File: config.mk
export PLATFORM = sky130hd
export DESIGN_NAME = ecc_mem_rmw
export DESIGN_NICKNAME = d
export VERILOG_FILES = /design/src/rtl/ecc_mem_pkg.sv /design/src/rtl/ecc_mem_ctrl.sv /design/src/rtl/ecc_mem_dp.sv /design/src/rtl/ecc_mem_rmw.sv
export SDC_FILE = /design/constraint.sdc
export NUM_CORES = 2
export LEC_CHECK = 0
export CAP_MARGIN = 20
export CELL_PAD_IN_SITES_DETAIL_PLACEMENT = 0
export CELL_PAD_IN_SITES_GLOBAL_PLACEMENT = 2
export CORE_MARGIN = 2
export CORE_UTILIZATION = 42
export CTS_BUF_LIST = sky130_fd_sc_hd__clkbuf_4 sky130_fd_sc_hd__clkbuf_8
export CTS_CLUSTER_DIAMETER = 100
export DETAILED_ROUTE_END_ITERATION = 16
export HOLD_SLACK_MARGIN = 0.15
export PLACE_DENSITY = 0.9
export SETUP_SLACK_MARGIN = 0.5
export SYNTH_ARGS = -nofsm -noshare
export SYNTH_HDL_FRONTEND = slang
export SYNTH_SLANG_ARGS = --single-unit
export TNS_END_PERCENT = 5
File: constraint.sdc
create_clock -name clk -period 5.8 [get_ports clk]
set_input_delay 0.87 -clock clk [delete_from_list [all_inputs] [get_ports clk]]
set_output_delay 0.87 -clock clk [all_outputs]
set_load 0.03 [all_outputs]
File: src/rtl/ecc_mem_pkg.sv
`timescale 1ns/1ps
package ecc_mem_pkg;

  // Smallest number of Hamming check bits r such that 2^r >= dataW + r + 1
  function automatic int chkBitsFor(input int dataW);
    for (int r = 1; r < 31; r++) begin
      if ((1 << r) >= dataW + r + 1) return r;
    end
    return 31;
  endfunction

  typedef enum logic [1:0] {
    ST_IDLE = 2'd0,
    ST_RD   = 2'd1,
    ST_WB   = 2'd2
  } seqState_e;

  // Strobes from the sequencer to the datapath
  typedef struct packed {
    logic rdReq;      // array read at request address, respond next cycle
    logic wrFull;     // full-word write at request address
    logic latchReq;   // capture a partial write request
    logic rdLatched;  // array read at captured address
    logic wbLive;     // write-back cycle: decode, merge, store
  } ctrlStrobe_t;

endpackage

File: src/rtl/ecc_mem_ctrl.sv
`timescale 1ns/1ps
module ecc_mem_ctrl
  import ecc_mem_pkg::*;
#(
  parameter int BE_W = 4
) (
  input  logic            clk,
  input  logic            rstN,
  input  logic            reqValid,
  input  logic            reqWrite,
  input  logic [BE_W-1:0] reqByteEn,
  output logic            reqReady,
  output ctrlStrobe_t     strb
);

  seqState_e state, stateNext;
  logic accept, fullWord;

  assign reqReady = (state == ST_IDLE);
  assign accept   = reqValid && reqReady;
  assign fullWord = &reqByteEn;

  always_comb begin
    strb           = '0;
    strb.rdReq     = accept && !reqWrite;
    strb.wrFull    = accept && reqWrite && fullWord;
    strb.latchReq  = accept && reqWrite && !fullWord;
    strb.rdLatched = (state == ST_RD);
    strb.wbLive    = (state == ST_WB);
  end

  always_comb begin
    stateNext = state;
    unique case (state)
      ST_IDLE: if (strb.latchReq) stateNext = ST_RD;
      ST_RD:   stateNext = ST_WB;
      ST_WB:   stateNext = ST_IDLE;
      default: stateNext = ST_IDLE;
    endcase
  end

  always_ff @(posedge clk) begin
    if (!rstN) state <= ST_IDLE;
    else       state <= stateNext;
  end

endmodule

File: src/rtl/ecc_mem_dp.sv
`timescale 1ns/1ps
module ecc_mem_dp
  import ecc_mem_pkg::*;
#(
  parameter int DATA_W = 32,
  parameter int DEPTH  = 16,
  localparam int ADDR_W = $clog2(DEPTH),
  localparam int BE_W   = DATA_W / 8,
  localparam int CHK_W  = chkBitsFor(DATA_W),
  localparam int CW_W   = DATA_W + CHK_W,
  localparam int ST_W   = CW_W + 1
) (
  input  logic              clk,
  input  logic              rstN,
  input  ctrlStrobe_t       strb,
  input  logic [ADDR_W-1:0] reqAddr,
  input  logic [BE_W-1:0]   reqByteEn,
  input  logic [DATA_W-1:0] reqWdata,
  input  logic              injValid,
  input  logic [ADDR_W-1:0] injAddr,
  input  logic [ST_W-1:0]   injMask,
  output logic              rspValid,
  output logic [DATA_W-1:0] rspData,
  output logic              errCorrected,
  output logic              errUncorrectable
);

  localparam int SYN_W = $clog2(CW_W + 1);

  // Stored word: bit 0 = overall parity, bit p = Hamming position p
  function automatic logic [ST_W-1:0] encode(input logic [DATA_W-1:0] d);
    logic [ST_W-1:0] w;
    int k;
    w = '0;
    k = 0;
    for (int p = 1; p <= CW_W; p++) begin
      if ((p & (p - 1)) != 0) begin
        w[p] = d[k];
        k++;
      end
    end
    for (int c = 0; c < CHK_W; c++) begin
      for (int p = 1; p <= CW_W; p++) begin
        if (((p >> c) & 1) == 1 && p != (1 << c)) w[1 << c] = w[1 << c] ^ w[p];
      end
    end
    w[0] = ^w[ST_W-1:1];
    return w;
  endfunction

  function automatic logic [DATA_W-1:0] extract(input logic [ST_W-1:0] w);
    logic [DATA_W-1:0] d;
    int k;
    d = '0;
    k = 0;
    for (int p = 1; p <= CW_W; p++) begin
      if ((p & (p - 1)) != 0) begin
        d[k] = w[p];
        k++;
      end
    end
    return d;
  endfunction

  logic [ST_W-1:0]   mem [DEPTH];
  logic [ST_W-1:0]   rdWord, fixedWord, wbWord;
  logic [SYN_W-1:0]  syndrome;
  logic              parityBad, isSingle, isDouble, decodeLive;
  logic [DATA_W-1:0] corrData, mergedData;
  logic [ADDR_W-1:0] latAddr;
  logic [BE_W-1:0]   latBe;
  logic [DATA_W-1:0] latData;

  // Syndrome and overall parity
  always_comb begin
    syndrome = '0;
    for (int p = 1; p <= CW_W; p++) begin
      if (rdWord[p]) syndrome = syndrome ^ SYN_W'(p);
    end
    parityBad = ^rdWord;
    isSingle  = parityBad && (int'(syndrome) <= CW_W);
    isDouble  = (!parityBad && syndrome != '0) || (parityBad && int'(syndrome) > CW_W);
    fixedWord = rdWord;
    if (isSingle) fixedWord[syndrome] = ~rdWord[syndrome];
    corrData  = extract(fixedWord);
  end

  // Byte merge for the write-back
  for (genvar b = 0; b < BE_W; b++) begin : gMerge
    assign mergedData[8*b +: 8] = latBe[b] ? latData[8*b +: 8] : corrData[8*b +: 8];
  end

  assign wbWord     = encode(mergedData);
  assign decodeLive = rspValid || strb.wbLive;

  assign rspData          = corrData;
  assign errCorrected     = decodeLive && isSingle;
  assign errUncorrectable = decodeLive && isDouble;

  always_ff @(posedge clk) begin
    if (!rstN) begin
      rdWord   <= '0;
      rspValid <= 1'b0;
      latAddr  <= '0;
      latBe    <= '0;
      latData  <= '0;
    end else begin
      rspValid <= strb.rdReq;
      if (strb.rdReq)          rdWord <= mem[reqAddr];
      else if (strb.rdLatched) rdWord <= mem[latAddr];
      if (strb.latchReq) begin
        latAddr <= reqAddr;
        latBe   <= reqByteEn;
        latData <= reqWdata;
      end
    end
  end

  always_ff @(posedge clk) begin
    if (!rstN) begin
      for (int i = 0; i < DEPTH; i++) mem[i] <= '0;
    end else if (strb.wrFull) begin
      mem[reqAddr] <= encode(reqWdata);
    end else if (strb.wbLive && !isDouble) begin
      mem[latAddr] <= wbWord;
    end else if (injValid) begin
      mem[injAddr] <= mem[injAddr] ^ injMask;
    end
  end

endmodule

File: src/rtl/ecc_mem_rmw.sv
`timescale 1ns/1ps
module ecc_mem_rmw
  import ecc_mem_pkg::*;
#(
  parameter int DATA_W = 32,
  parameter int DEPTH  = 16,
  localparam int ADDR_W = $clog2(DEPTH),
  localparam int BE_W   = DATA_W / 8,
  localparam int ST_W   = DATA_W + chkBitsFor(DATA_W) + 1
) (
  input  logic              clk,
  input  logic              rstN,
  input  logic              reqValid,
  input  logic              reqWrite,
  input  logic [ADDR_W-1:0] reqAddr,
  input  logic [BE_W-1:0]   reqByteEn,
  input  logic [DATA_W-1:0] reqWdata,
  output logic              reqReady,
  output logic              rspValid,
  output logic [DATA_W-1:0] rspData,
  output logic              errCorrected,
  output logic              errUncorrectable,
  input  logic              injValid,
  input  logic [ADDR_W-1:0] injAddr,
  input  logic [ST_W-1:0]   injMask
);

  ctrlStrobe_t strb;

  ecc_mem_ctrl #(.BE_W(BE_W)) uCtrl (
    .clk(clk), .rstN(rstN), .reqValid(reqValid), .reqWrite(reqWrite),
    .reqByteEn(reqByteEn), .reqReady(reqReady), .strb(strb)
  );

  ecc_mem_dp #(.DATA_W(DATA_W), .DEPTH(DEPTH)) uDp (
    .clk(clk), .rstN(rstN), .strb(strb), .reqAddr(reqAddr),
    .reqByteEn(reqByteEn), .reqWdata(reqWdata), .injValid(injValid),
    .injAddr(injAddr), .injMask(injMask), .rspValid(rspValid),
    .rspData(rspData), .errCorrected(errCorrected),
    .errUncorrectable(errUncorrectable)
  );

endmodule

==> results.yml <==
layout:
  drive_gt1_frac: 0.331
  final_common_cell: "nor2_1"
  multi_input_area_sq_um: 22700
  n_fill_cell: 8821
  regArea_sq_um: 20500
  fin_nets: 3476
  post-route-cell-area_sq_um: 51100
  post-route-util: 0.494
  mostFrequentLayoutCells: "nor2_1 (672), edfxtp_1 (624), mux4_2 (586), nand2_1 (204), buf_4 (200)"
  synthToLayoutAreaGrowth_pct: 16.6
min_path:
  min_path_type: "flop to flop"
  hold_start: "uDp.latData[19]"
  hold_end: "uDp.latData[19]"
  min_path_cells: 2
synthesis:
  async_flop_share: 0
  ys_seq_elements: 710
  synth_area_leader_cell: "edfxtp_1"
  yosysWarnings: 0
  syn_area_per_cell_sq_um: 13.6
  synth_top_area_share: 0.428
  synthCells: 3213
  synth_edf_count: 624
  synthDistinctLibCells: 82
  ys_seq_area_frac: 0.467
  ys_top_cells_by_area: "edfxtp_1 (43%), mux4_2 (30%), nor2_1 (5.8%), dfxtp_1 (3.9%), xnor2_1 (2.5%)"
  synthesis.nets: 3301
  synth_flop_cell: "edfxtp_1"
  mappedNetlistArea_sq_um: 43800
power_and_ir_drop:
  vdd_drop_max_v: 0.000245
  power.internal_w: 0.0108
  power_frac_clock: 0.282
  power_per_cell_area_nw_per_um2: 328
  switching_share: 0.357
  switchingPower_w: 0.00598
  p_leak_nw: 17.5
  combPwrFrac: 0.357
  pwr-share-seq: 0.360
route:
  drtIter0Drc: 4752
  final_antenna_net_count: 0
  wirelength_mm: 166
  firstDrtPassIters: 5
  drc_errors: 0
  wl_per_cell_microns: 34.0
  num_vias: 32400
  vias_per_cell: 6.66
die:
  die_w_microns: 327
  die_h_microns: 327
  ioPinCount: 124
  die_area_sq_um: 107000
  coreArea_sq_um: 103000
  start_util: 0.423
  rows: 118
sta:
  worstMarginPinSlew_ns: 1.07
  timing.final.crit_share: 0.939
  relSlewSlack: 0.283
  fmax_ghz: 0.184
  finalHoldViolations: 0
  rsz0062_at_grt: "true"
  finClkSkew_ns: 0.0572
  slew_viol_final: 0
  final.min_clock_period_ns: 5.45
  fin_tns_setup_ns: 0
  setup_viol: 0
global_routing:
  grt_pass1_vias: 32000
  grt_pass1_wl_mm: 235
  grt_start_max_net_pins: 75
  grt.overflow.total: 0
  gr-usage-all-layers: 0.308
  antenna_found_initial: 12
placed_design:
  io_buffers: 123
  dpl_cell_area_sq_um: 48300
  gp_congestion: 0.948
  hpwl_mm: 107
status:
  outcome: "complete, no violations"
setup_path:
  reg2reg_depth: 15
  rr_endpoint: "uDp.mem[13][0]"
  reg2reg_setup_slack_ns: 0.42
  cp_max_fo: 21
  cp.arrival_ns: 4.58
  end_kind: "output port"
  path_class: "flop to output port"
  crit_required_ns: 4.93
  start_kind: "flop"
  reg2reg_from: "uDp.rdWord[1]"
clock_network:
  clock_sinks: 710
  cts_max_level: 3
  clock_latency_ns: 0.80
  cts_root_buf: "clkbuf_8"
  cts_hold_buffers: 0
  clk_pin_slew_worst_paths_ns: 0.06
  cts_tree: "yes"
  numCtsBuffers: 117
  cts_buffer_depth: 3
job:
  drv_cap: 0
[registers in the layout (all words and copies together), names as in the netlist, named ones only]
signal	cells
uDp.rspValid	1
uDp.mem	624
uDp.latData	32
uDp.latBe	4
uDp.latAddr	4
uCtrl.state	2
uDp.rdWord	39
[Yosys cell counts, types with 3 or more instances]
cell type and count:
nor2_1 677, edfxtp_1 624, mux4_2 586, clkbuf_1 235, nand2_1 232, xnor2_1 127, dfxtp_1 86, a21oi_1 70
a21boi_0 67, xor2_1 64, buf_1 57, o21ai_0 54, nor3_1 36, a22oi_1 34, nand3_1 30, xnor3_1 21
mux2i_1 20, a211oi_1 16, inv_1 11, buf_2 10, o22ai_1 10, o31ai_1 9, a21o_1 7, a31oi_1 7
buf_4 7, nand4_1 7, o21ai_1 7, mux2_2 6, nor4_1 5, o211ai_1 5, nand2b_1 4, o31a_1 4
o41ai_1 4, or2_2 4, a41oi_1 3, and2_1 3, and3_1 3, buf_6 3, nor2b_1 3, o21a_1 3
o221a_2 3, xnor2_2 3
[layer usage]
metal | GRT usage | up-vias | wire length [microns]
met2 | 0.485 | 2600 | 77200
met1 | 0.389 | 16400 | 56900
met5 | 0 | - | 88
li1 | - | 12800 | -
met4 | 0.165 | 14 | 9670
met3 | 0.0845 | 580 | 21700
[how the worst max path moves through the flow]
stage | startpoint | to | slack [ns] | cells after the start
floorplan | uDp.rdWord[37] | uDp.mem[10][16] | 0.41 | 19
global placement | uDp.rdWord[31] | uDp.mem[14][0] | 0.18 | 16
detailed placement | uDp.rdWord[31] | uDp.mem[4][8] | 0.17 | 17
CTS | uDp.rdWord[1] | uDp.mem[12][8] | 0.30 | 18
global route | uDp.rdWord[1] | uDp.mem[13][0] | 0.21 | 17
finish | uDp.rdWord[31] | rspData[8] | 0.35 | 14
[area by class of cell]
class	instances	share of cell area
flip-flops and latches	710	0.401
clock inverters	76	0.0124
repair buffers	370	0.0726
multi-input cells	2177	0.444
clock buffers	141	0.0354
well taps	1380	0.0338
diodes	5	0.000245
inverters	12	0.000882
[logic make-up (layout without fill, tap and decap cells)]
logic type      after synthesis  count (layout)  synth area share
simple gates               1015            1015            0.0918
buf+inv                     326             599            0.0294
compound gates              327             327            0.0506
flops                       710             710             0.467
xor+xnor                    222             222            0.0539
other cells                   0               5                 0
mux                         613             613             0.308
[power groups by stage]
stage | combinational [W] | clock, W | sequential [W]
floorplan | 0.00376 | 0 | 0.00603
global placement | 0.00564 | 0 | 0.00611
detailed placement | 0.00565 | 0 | 0.00613
CTS | 0.00573 | 0.00475 | 0.00602
global route | 0.00620 | 0.00496 | 0.00606
finish | 0.00599 | 0.00472 | 0.00604
[per-stage QoR]
stage	setup slack (ns)	std cells	power [W]	hold slack [ns]
2_1_floorplan	0.407	3213	0.00979	0.440
3_3_place_gp	0.182	4629	0.0118	0.454
3_5_place_dp	0.175	4637	0.0118	0.461
4_1_cts	0.296	4860	0.0165	0.470
5_1_grt	0.208	4869	0.0172	0.486
6_report	0.354	4871	0.0167	0.469
[what timing repair did]
item                       in CTS  in global routing
pin swaps                       3                  3
cloned                          0                  0
buffers inserted                6                  3
setup endpoints to repair     144                530
gates resized for setup        31                 35
[worst max-delay path: stages, from the launching register on]
cell,delay [ns]
dfxtp_2,0.44
xnor2_1,0.13
xnor2_2,0.29
xnor3_1,0.46
xnor2_2,0.21
buf_12,0.20
nor3_1,0.06
buf_4,0.16
a22o_1,0.26
o41a_1,0.44
nor2_2,0.16
nand3_1,0.16
buf_4,0.21
o31ai_1,0.37
buf_4,0.24
Power figures use the tool's default switching activity.
